<file path="config.mk">
export PLATFORM = sky130hd
export DESIGN_NAME = pinctl_port
export DESIGN_NICKNAME = d
export VERILOG_FILES = /design/src/rtl/pinctl_pkg.sv /design/src/rtl/pinctl_sync.sv /design/src/rtl/pinctl_regs.sv /design/src/rtl/pinctl_arb.sv /design/src/rtl/pinctl_port.sv
export SDC_FILE = /design/constraint.sdc
export NUM_CORES = 1
export LEC_CHECK = 0
export BUFFER_PORTS_ARGS = -buffer_cell sky130_fd_sc_hd__buf_2
export CAP_MARGIN = 10
export CORE_MARGIN = 2
export CORE_UTILIZATION = 41
export CTS_BUF_LIST = sky130_fd_sc_hd__clkbuf_4 sky130_fd_sc_hd__clkbuf_8
export DETAILED_ROUTE_END_ITERATION = 16
export PLACE_DENSITY_LB_ADDON = 0.25
export RECOVER_POWER = 100
export SETUP_SLACK_MARGIN = 0.5
export SYNTH_ARGS = -nofsm -noshare
export SYNTH_HDL_FRONTEND = slang
export SYNTH_SLANG_ARGS = --single-unit
</file>
<file path="constraint.sdc">
create_clock -name clk -period 2.2 [get_ports clk]
set_input_delay 0.44 -clock clk [delete_from_list [all_inputs] [get_ports clk]]
set_output_delay 0.44 -clock clk [all_outputs]
set_load 0.05 [all_outputs]
</file>
<file path="src/rtl/pinctl_pkg.sv">
package pinctl_pkg;

  // Per-pin direction decision, in priority order.
  function automatic logic pick_dir(input logic s_own, input logic s_dir,
                                    input logic t_own, input logic r_own,
                                    input logic sw_dir);
    logic d;
    if (s_own)      d = s_dir;
    else if (t_own) d = 1'b1;
    else if (r_own) d = 1'b0;
    else            d = sw_dir;
    return d;
  endfunction

  // Per-pin drive value; a floating pin still carries the software value.
  function automatic logic pick_drive(input logic s_own, input logic s_val,
                                      input logic t_own, input logic t_val,
                                      input logic sw_val);
    logic v;
    if (s_own)      v = s_val;
    else if (t_own) v = t_val;
    else            v = sw_val;
    return v;
  endfunction

endpackage

</file>
<file path="src/rtl/pinctl_sync.sv">
module pinctl_sync #(
  parameter int WIDTH  = 8,
  parameter int STAGES = 2
) (
  input  logic             clk,
  input  logic             rst_n,
  input  logic [WIDTH-1:0] pad_i,
  output logic [WIDTH-1:0] pad_s
);
  localparam int CW = $clog2(STAGES + 1);

  logic [WIDTH-1:0] stage_q [STAGES];
  logic [CW-1:0]    settle_q;

  genvar g;
  generate
    for (g = 0; g < STAGES; g++) begin : g_stage
      always_ff @(posedge clk or negedge rst_n) begin
        if (!rst_n) stage_q[g] <= '0;
        else if (g == 0) stage_q[g] <= pad_i;
        else stage_q[g] <= stage_q[(g == 0) ? 0 : g-1];
      end
    end
  endgenerate

  always_ff @(posedge clk or negedge rst_n) begin
    if (!rst_n) settle_q <= '0;
    else if (settle_q != CW'(STAGES)) settle_q <= settle_q + 1'b1;
  end

  assign pad_s = stage_q[STAGES-1];

  AST_SYNC_LATENCY: assert property (@(posedge clk) disable iff (!rst_n)
    (settle_q == CW'(STAGES)) |-> (pad_s == $past(pad_i, 2)));

endmodule

</file>
<file path="src/rtl/pinctl_regs.sv">
module pinctl_regs #(
  parameter int          WIDTH     = 8,
  parameter int          ADDR_W    = 4,
  parameter logic [3:0]  BASE_ADDR = 4'h2
) (
  input  logic              clk,
  input  logic              rst_n,
  input  logic              bus_sel,
  input  logic              bus_wr,
  input  logic [ADDR_W-1:0] bus_addr,
  input  logic [WIDTH-1:0]  bus_wdata,
  output logic [WIDTH-1:0]  bus_rdata,
  input  logic [WIDTH-1:0]  pad_s,
  output logic [WIDTH-1:0]  dir_q
);
  localparam logic [ADDR_W-1:0] SAMPLE_A = ADDR_W'(BASE_ADDR);
  localparam logic [ADDR_W-1:0] DIR_A    = ADDR_W'(BASE_ADDR + 1);

  logic hit_sample, hit_dir, dir_load;

  assign hit_sample = bus_sel && (bus_addr == SAMPLE_A);
  assign hit_dir    = bus_sel && (bus_addr == DIR_A);
  assign dir_load   = hit_dir && bus_wr;

  always_ff @(posedge clk or negedge rst_n) begin
    if (!rst_n)        dir_q <= '0;
    else if (dir_load) dir_q <= bus_wdata;
  end

  always_comb begin
    bus_rdata = '0;
    if (hit_sample)   bus_rdata = pad_s;
    else if (hit_dir) bus_rdata = dir_q;
  end

  AST_DIR_LOAD: assert property (@(posedge clk) disable iff (!rst_n)
    dir_load |=> (dir_q == $past(bus_wdata)));
  AST_DIR_HOLD: assert property (@(posedge clk) disable iff (!rst_n)
    !dir_load |=> $stable(dir_q));
  AST_UNMAPPED_ZERO: assert property (@(posedge clk) disable iff (!rst_n)
    (!hit_sample && !hit_dir) |-> (bus_rdata == '0));

endmodule

</file>
<file path="src/rtl/pinctl_arb.sv">
module pinctl_arb #(
  parameter int WIDTH = 8
) (
  input  logic             clk,
  input  logic             rst_n,
  input  logic [WIDTH-1:0] dir_q,
  input  logic [WIDTH-1:0] gpio_dout,
  input  logic             sync_en,
  input  logic [WIDTH-1:0] sync_mask,
  input  logic [WIDTH-1:0] sync_dir,
  input  logic [WIDTH-1:0] sync_dout,
  input  logic             atx_en,
  input  logic [WIDTH-1:0] atx_mask,
  input  logic [WIDTH-1:0] atx_dout,
  input  logic             arx_en,
  input  logic [WIDTH-1:0] arx_mask,
  output logic [WIDTH-1:0] pin_oe,
  output logic [WIDTH-1:0] pin_dout
);
  import pinctl_pkg::*;

  logic [WIDTH-1:0] sync_own, tx_own, rx_own, free_pin;

  assign sync_own = sync_en ? sync_mask : '0;
  assign tx_own   = atx_en  ? atx_mask  : '0;
  assign rx_own   = arx_en  ? arx_mask  : '0;
  assign free_pin = ~(sync_own | tx_own | rx_own);

  genvar g;
  generate
    for (g = 0; g < WIDTH; g++) begin : g_pin
      assign pin_oe[g]   = pick_dir(sync_own[g], sync_dir[g], tx_own[g],
                                    rx_own[g], dir_q[g]);
      assign pin_dout[g] = pick_drive(sync_own[g], sync_dout[g], tx_own[g],
                                      atx_dout[g], gpio_dout[g]);
    end
  endgenerate

  AST_SYNC_FIRST: assert property (@(posedge clk) disable iff (!rst_n)
    ((pin_oe ^ sync_dir) & sync_own) == '0);
  AST_TX_DRIVES: assert property (@(posedge clk) disable iff (!rst_n)
    ((tx_own & ~sync_own) & ~pin_oe) == '0);
  AST_RX_FLOATS: assert property (@(posedge clk) disable iff (!rst_n)
    ((rx_own & ~tx_own & ~sync_own) & pin_oe) == '0);
  AST_FREE_FOLLOWS: assert property (@(posedge clk) disable iff (!rst_n)
    ((pin_oe ^ dir_q) & free_pin) == '0);

endmodule

</file>
<file path="src/rtl/pinctl_port.sv">
module pinctl_port #(
  parameter int         WIDTH     = 8,
  parameter int         ADDR_W    = 4,
  parameter logic [3:0] BASE_ADDR = 4'h2
) (
  input  logic              clk,
  input  logic              rst_n,
  input  logic              bus_sel,
  input  logic              bus_wr,
  input  logic [ADDR_W-1:0] bus_addr,
  input  logic [WIDTH-1:0]  bus_wdata,
  output logic [WIDTH-1:0]  bus_rdata,
  input  logic [WIDTH-1:0]  pad_in,
  input  logic [WIDTH-1:0]  gpio_dout,
  input  logic              sync_en,
  input  logic [WIDTH-1:0]  sync_mask,
  input  logic [WIDTH-1:0]  sync_dir,
  input  logic [WIDTH-1:0]  sync_dout,
  input  logic              atx_en,
  input  logic [WIDTH-1:0]  atx_mask,
  input  logic [WIDTH-1:0]  atx_dout,
  input  logic              arx_en,
  input  logic [WIDTH-1:0]  arx_mask,
  output logic [WIDTH-1:0]  pin_oe,
  output logic [WIDTH-1:0]  pin_dout
);
  logic [WIDTH-1:0] pad_s;
  logic [WIDTH-1:0] dir_q;

  pinctl_sync #(.WIDTH(WIDTH), .STAGES(2)) u_sync (
    .clk(clk), .rst_n(rst_n), .pad_i(pad_in), .pad_s(pad_s)
  );

  pinctl_regs #(.WIDTH(WIDTH), .ADDR_W(ADDR_W), .BASE_ADDR(BASE_ADDR)) u_regs (
    .clk(clk), .rst_n(rst_n), .bus_sel(bus_sel), .bus_wr(bus_wr),
    .bus_addr(bus_addr), .bus_wdata(bus_wdata), .bus_rdata(bus_rdata),
    .pad_s(pad_s), .dir_q(dir_q)
  );

  pinctl_arb #(.WIDTH(WIDTH)) u_arb (
    .clk(clk), .rst_n(rst_n), .dir_q(dir_q), .gpio_dout(gpio_dout),
    .sync_en(sync_en), .sync_mask(sync_mask), .sync_dir(sync_dir),
    .sync_dout(sync_dout), .atx_en(atx_en), .atx_mask(atx_mask),
    .atx_dout(atx_dout), .arx_en(arx_en), .arx_mask(arx_mask),
    .pin_oe(pin_oe), .pin_dout(pin_dout)
  );

  AST_RESET_FLOAT: assert property (@(posedge clk) disable iff (!rst_n)
    $rose(rst_n) |-> (dir_q == '0));
  AST_RELEASE_RESTORES: assert property (@(posedge clk) disable iff (!rst_n)
    (!sync_en && !atx_en && !arx_en) |-> (pin_oe == dir_q));

endmodule

</file>
# Yosys cells after proc, flatten, opt, wreduce, memory -nomap -nowiden
# Cells that the tools add are included.
# word_totals
regBits	24
output_inout_bits	24
word_cells	53
# op_classes
n_eq_ne	2
n_mux	45
n_reduce_logical	3
# ops
cell	count
two-way mux 1 bit	40
two-way mux 8 bit	5
equality test 4 x 2 -> 1 bit, second input constant	2
logical AND 1 bit	3

# Longest topological paths before layout
# depth
ltp_word	4
mapped_depth	4
depth_no_buf	3

# Cells and area by module
# Synthesis repeated with hierarchy kept, for this count alone.
# hier_totals
cells_unflattened	122
area_unflattened_um2	1386.3
# by_module_without_submodules
module	instances	cells_each	area_per_inst_um2	seq_area_each_um2
pinctl_arb	1	68	509.2	0.0
pinctl_sync	1	24	460.4	400.4
pinctl_regs	1	30	416.6	200.2

# Worst setup path before layout
# Ideal clock, no wire load.
# synth_timing
path_type	input to output
from	input atx_en
to	output pin_dout[0]
arrival_time_ns	1.673
path_slack_ns	0.087
cell_stages	4
path_buffers	1
path_cell_list	clkbuf_1 > nand2_1 > mux2i_1 > a21oi_1
# synth_between
elab_chain_len	3
# synth_lines
element	line	source
start, declared	pinctl_port.sv:19	input logic atx_en,
two-way mux 8 bit	pinctl_arb.sv:25	assign tx_own = atx_en ? atx_mask : '0;
two-way mux 1 bit	pinctl_pkg.sv:21	else if (t_own) v = t_val;
two-way mux 1 bit	pinctl_pkg.sv:20	if (s_own) v = s_val;
end, declared	pinctl_port.sv:25	output logic [WIDTH-1:0] pin_dout
# Every way passes these cells.

# Final worst setup path
# layout_timing
from	input bus_addr[3]
to	output bus_rdata[6]
# layout_between
elab_chain_len	4
# layout_lines
element	line	source
start, declared	pinctl_port.sv:10	input logic [ADDR_W-1:0] bus_addr,
equality test 4 x 2 -> 1 bit	pinctl_regs.sv:22	assign hit_dir = bus_sel && (bus_addr == DIR_A);
logical AND 1 bit	pinctl_regs.sv:22	
two-way mux 8 bit	pinctl_regs.sv:33	else if (hit_dir) bus_rdata = dir_q;
two-way mux 8 bit *	pinctl_regs.sv:32	if (hit_sample) bus_rdata = pad_s;
end, declared	pinctl_port.sv:12	output logic [WIDTH-1:0] bus_rdata,
# Every way passes the cells marked *; elsewhere a longest branch is shown, timed or not.

==> flow_metrics.env <==
export IMPL_status="finished, final reports clean"
export IMPL_place_congestion=0.6838
export IMPL_portBuffers=106
export IMPL_drtPass1Iterations=4
export IMPL_synth_common_cells="33 x nand2_1, 24 x dfrtp_1, 16 x nor2_1"
export IMPL_start_util=0.4311
export IMPL_fin_crit_sh=0.9667
export IMPL_grt_max_degree=25
export IMPL_slew_headroom=0.2263
export IMPL_min_delay_start="pad_in[3]"
export IMPL_syn_num_nets=204
export IMPL_tightest_slew_ps=1161
export IMPL_min_to="u_sync.stage_q[11]"
export IMPL_hold_ws_ps=235.6
export IMPL_grt_pass1_wl_um=6175
export IMPL_path_buf_inv=3
export IMPL_diodes=0
export IMPL_synth_area_leader_cell="dfrtp_1"
export IMPL_cts_sinks=24
export IMPL_synth_top_area_share=0.5096
export IMPL_async_reset_ff_frac=1.000
export IMPL_die_height_um=57.62
export IMPL_die_area_mm2=0.003319
export IMPL_crit_family="simple AND/OR/NAND/NOR gates"
export IMPL_ff2ff_setup_slack_ps=1270
export IMPL_period_needed_ps=2127
export IMPL_rr_worst_depth=2
export IMPL_area_growth_pct=92.46
export IMPL_grt_overflow_total=0
export IMPL_synthTopCellsByArea="dfrtp_1 51%, nand2_1 11%, mux2_2 7.6%"
export IMPL_cts_inserted_buffers=3
export IMPL_ir_drop_mv=0.6959
export IMPL_fin_area_mm2=0.002268
export IMPL_cpPeakStageDelay_ps=400
export IMPL_timing_rr_end="u_regs.dir_q[7]"
export IMPL_ctsHoldBuffers=0
export IMPL_cellPowerDensity_mw_per_mm2=544.1
export IMPL_ys_types=14
export IMPL_setup_violations=0
export IMPL_critical_path_most_common_cell="buf_6"
export IMPL_placed_area_mm2=0.001949
export IMPL_pin_count=107
export IMPL_syn_avg_cell_area_um2=9.741
export IMPL_synth_most_common_cell="nand2_1"
export IMPL_num_rows=19
export IMPL_drive_gt1_frac=0.6940
export IMPL_drc=0
export IMPL_synth_edff_count=0
export IMPL_ant_nets=0
export IMPL_clock_latency_ps=300
export IMPL_p_leak_nw=1.094
export IMPL_synth_area_mm2=0.001179
export IMPL_cts_htree_levels=1
export IMPL_grt_pass1_vias=1410
export IMPL_cp_cell_sequence="buf_2, or3b_4, nor3b_2, buf_6, a22o_4, buf_6"
export IMPL_dp_cells=255
export IMPL_cp_start_kind="input port"
export IMPL_yosys_warnings=0
export IMPL_crit_type="in2out"
export IMPL_core_mm2=0.002734
export IMPL_pre_cts_slack_ps=-56.31
export IMPL_required_ps=1760
export IMPL_skew_ps=2.980
export IMPL_worstSetupEndpointType="output port"
export IMPL_hp_class="in2reg"
export IMPL_drv_cap=0
export IMPL_wl_per_cell_um=17.44
export IMPL_fill_cells=163
export IMPL_viasPerCell=5.354
export IMPL_dieWidth_um=57.62
export IMPL_crit_arrival_ps=1690
export IMPL_grt_total_usage=0.2424
export IMPL_stdcell_count=263
export IMPL_cts_max_path_buffers=2
export IMPL_finalMaxSlewViolations=0
export IMPL_synth_seq_cells=24
export IMPL_ys_flop_type="dfrtp_1"
export IMPL_fmax_mhz=470.2
export IMPL_synthesis_instances=121
export IMPL_vias=1408
export IMPL_ys_seq_area_frac=0.5096
export IMPL_hold_viol=0
export IMPL_setup_slack_ps=73.22
export IMPL_rsz0062_at_grt="yes"
export IMPL_totalWireLength_um=4588
export IMPL_critPathSlowestCell="or3b_4"
export IMPL_path_clk_slew_ps=120
export IMPL_antenna_found_initial=0
export IMPL_hpwl_um=2927
export IMPL_root_buffer="clkbuf_4"
export IMPL_first_iter_violations=82
export IMPL_holdPathStages=1
export IMPL_layout_nets=316
export IMPL_reg2reg_from="u_regs.dir_q[7]"
export IMPL_finalPower_mw=1.234
export IMPL_crit_fanout=8
export IMPL_tritoncts="built"
## how the worst max path moves through the flow
stage                     start            to  slack, ps  depth (start not counted)
detailed placement  bus_addr[3]  bus_rdata[1]        -60                          5
global placement    bus_addr[3]  bus_rdata[6]        -20                          5
global route        bus_addr[2]  bus_rdata[0]         30                          6
CTS                 bus_addr[2]  bus_rdata[1]        160                          6
floorplan           bus_addr[3]  bus_rdata[0]        230                          3
finish              bus_addr[3]  bus_rdata[6]         70                          6
## sequential cells by signal (all words and copies together) (netlist names)
name / cells
u_regs.dir_q: 8
u_sync.pad_s: 8
u_sync.stage_q: 8
## layout by cell type (no fill, tap or decap), types with 5 or more instances in the layout
cell type,n
a21oi_4,7
a22o_4,8
a31oi_4,8
buf_2,78
buf_6,11
clkbuf_1,14
clkbuf_4,5
dfrtp_1,24
mux2_2,8
nand2_1,17
nand2_2,10
nand2_4,6
nor2_1,14
## where the power goes
| part | internal [mW] | switching (mW) | total (mW) |
|---|---|---|---|
| clock | 0.101 | 0.114 | 0.215 |
| sequential | 0.484 | 0.0380 | 0.522 |
| combinational | 0.200 | 0.297 | 0.497 |
## logic make-up (layout without fill, tap and decap cells)
group | count (synthesis) | after routing | synth area share
compound gates | 24 | 24 | 0.1359
buf+inv | 3 | 114 | 0.009553
flops | 24 | 24 | 0.5096
mux | 16 | 16 | 0.1444
simple gates | 54 | 54 | 0.2006
## metal layers
layer / GRT usage / vias up / routed length [µm]
li1: - / 644 / -
met1: 0.2530 / 668 / 1514
met2: 0.4610 / 84 / 2561
met3: 0.04688 / 12 / 401
met4: 0.1130 / 0 / 110
met5: 0 / - / 0
## per-stage QoR
step,utilization,TNS (ps)
floorplan,-,0
global placement,0.7130,-139.0
detailed placement,0.7130,-354.7
CTS,0.8334,0
global route,0.8297,0
finish,0.8297,0
## repair_timing
item | in CTS | in global routing
gates resized for setup | 80 | 26
setup buffers | 1 | 3
endpoints found under the setup margin | 24 | 24
pin swaps | 4 | 2
hold endpoints to repair | 0 | 0
## area by class of cell
type                    instances  area [µm²]  share of cell area
multi-input cells              94       960.9              0.4236
clock buffers                   4       36.28             0.01600
repair buffers                110       631.9              0.2785
well taps                      31       38.79             0.01710
flip-flops and latches         24       600.6              0.2648
No activity file was read; power rests on OpenSTA's default activity.
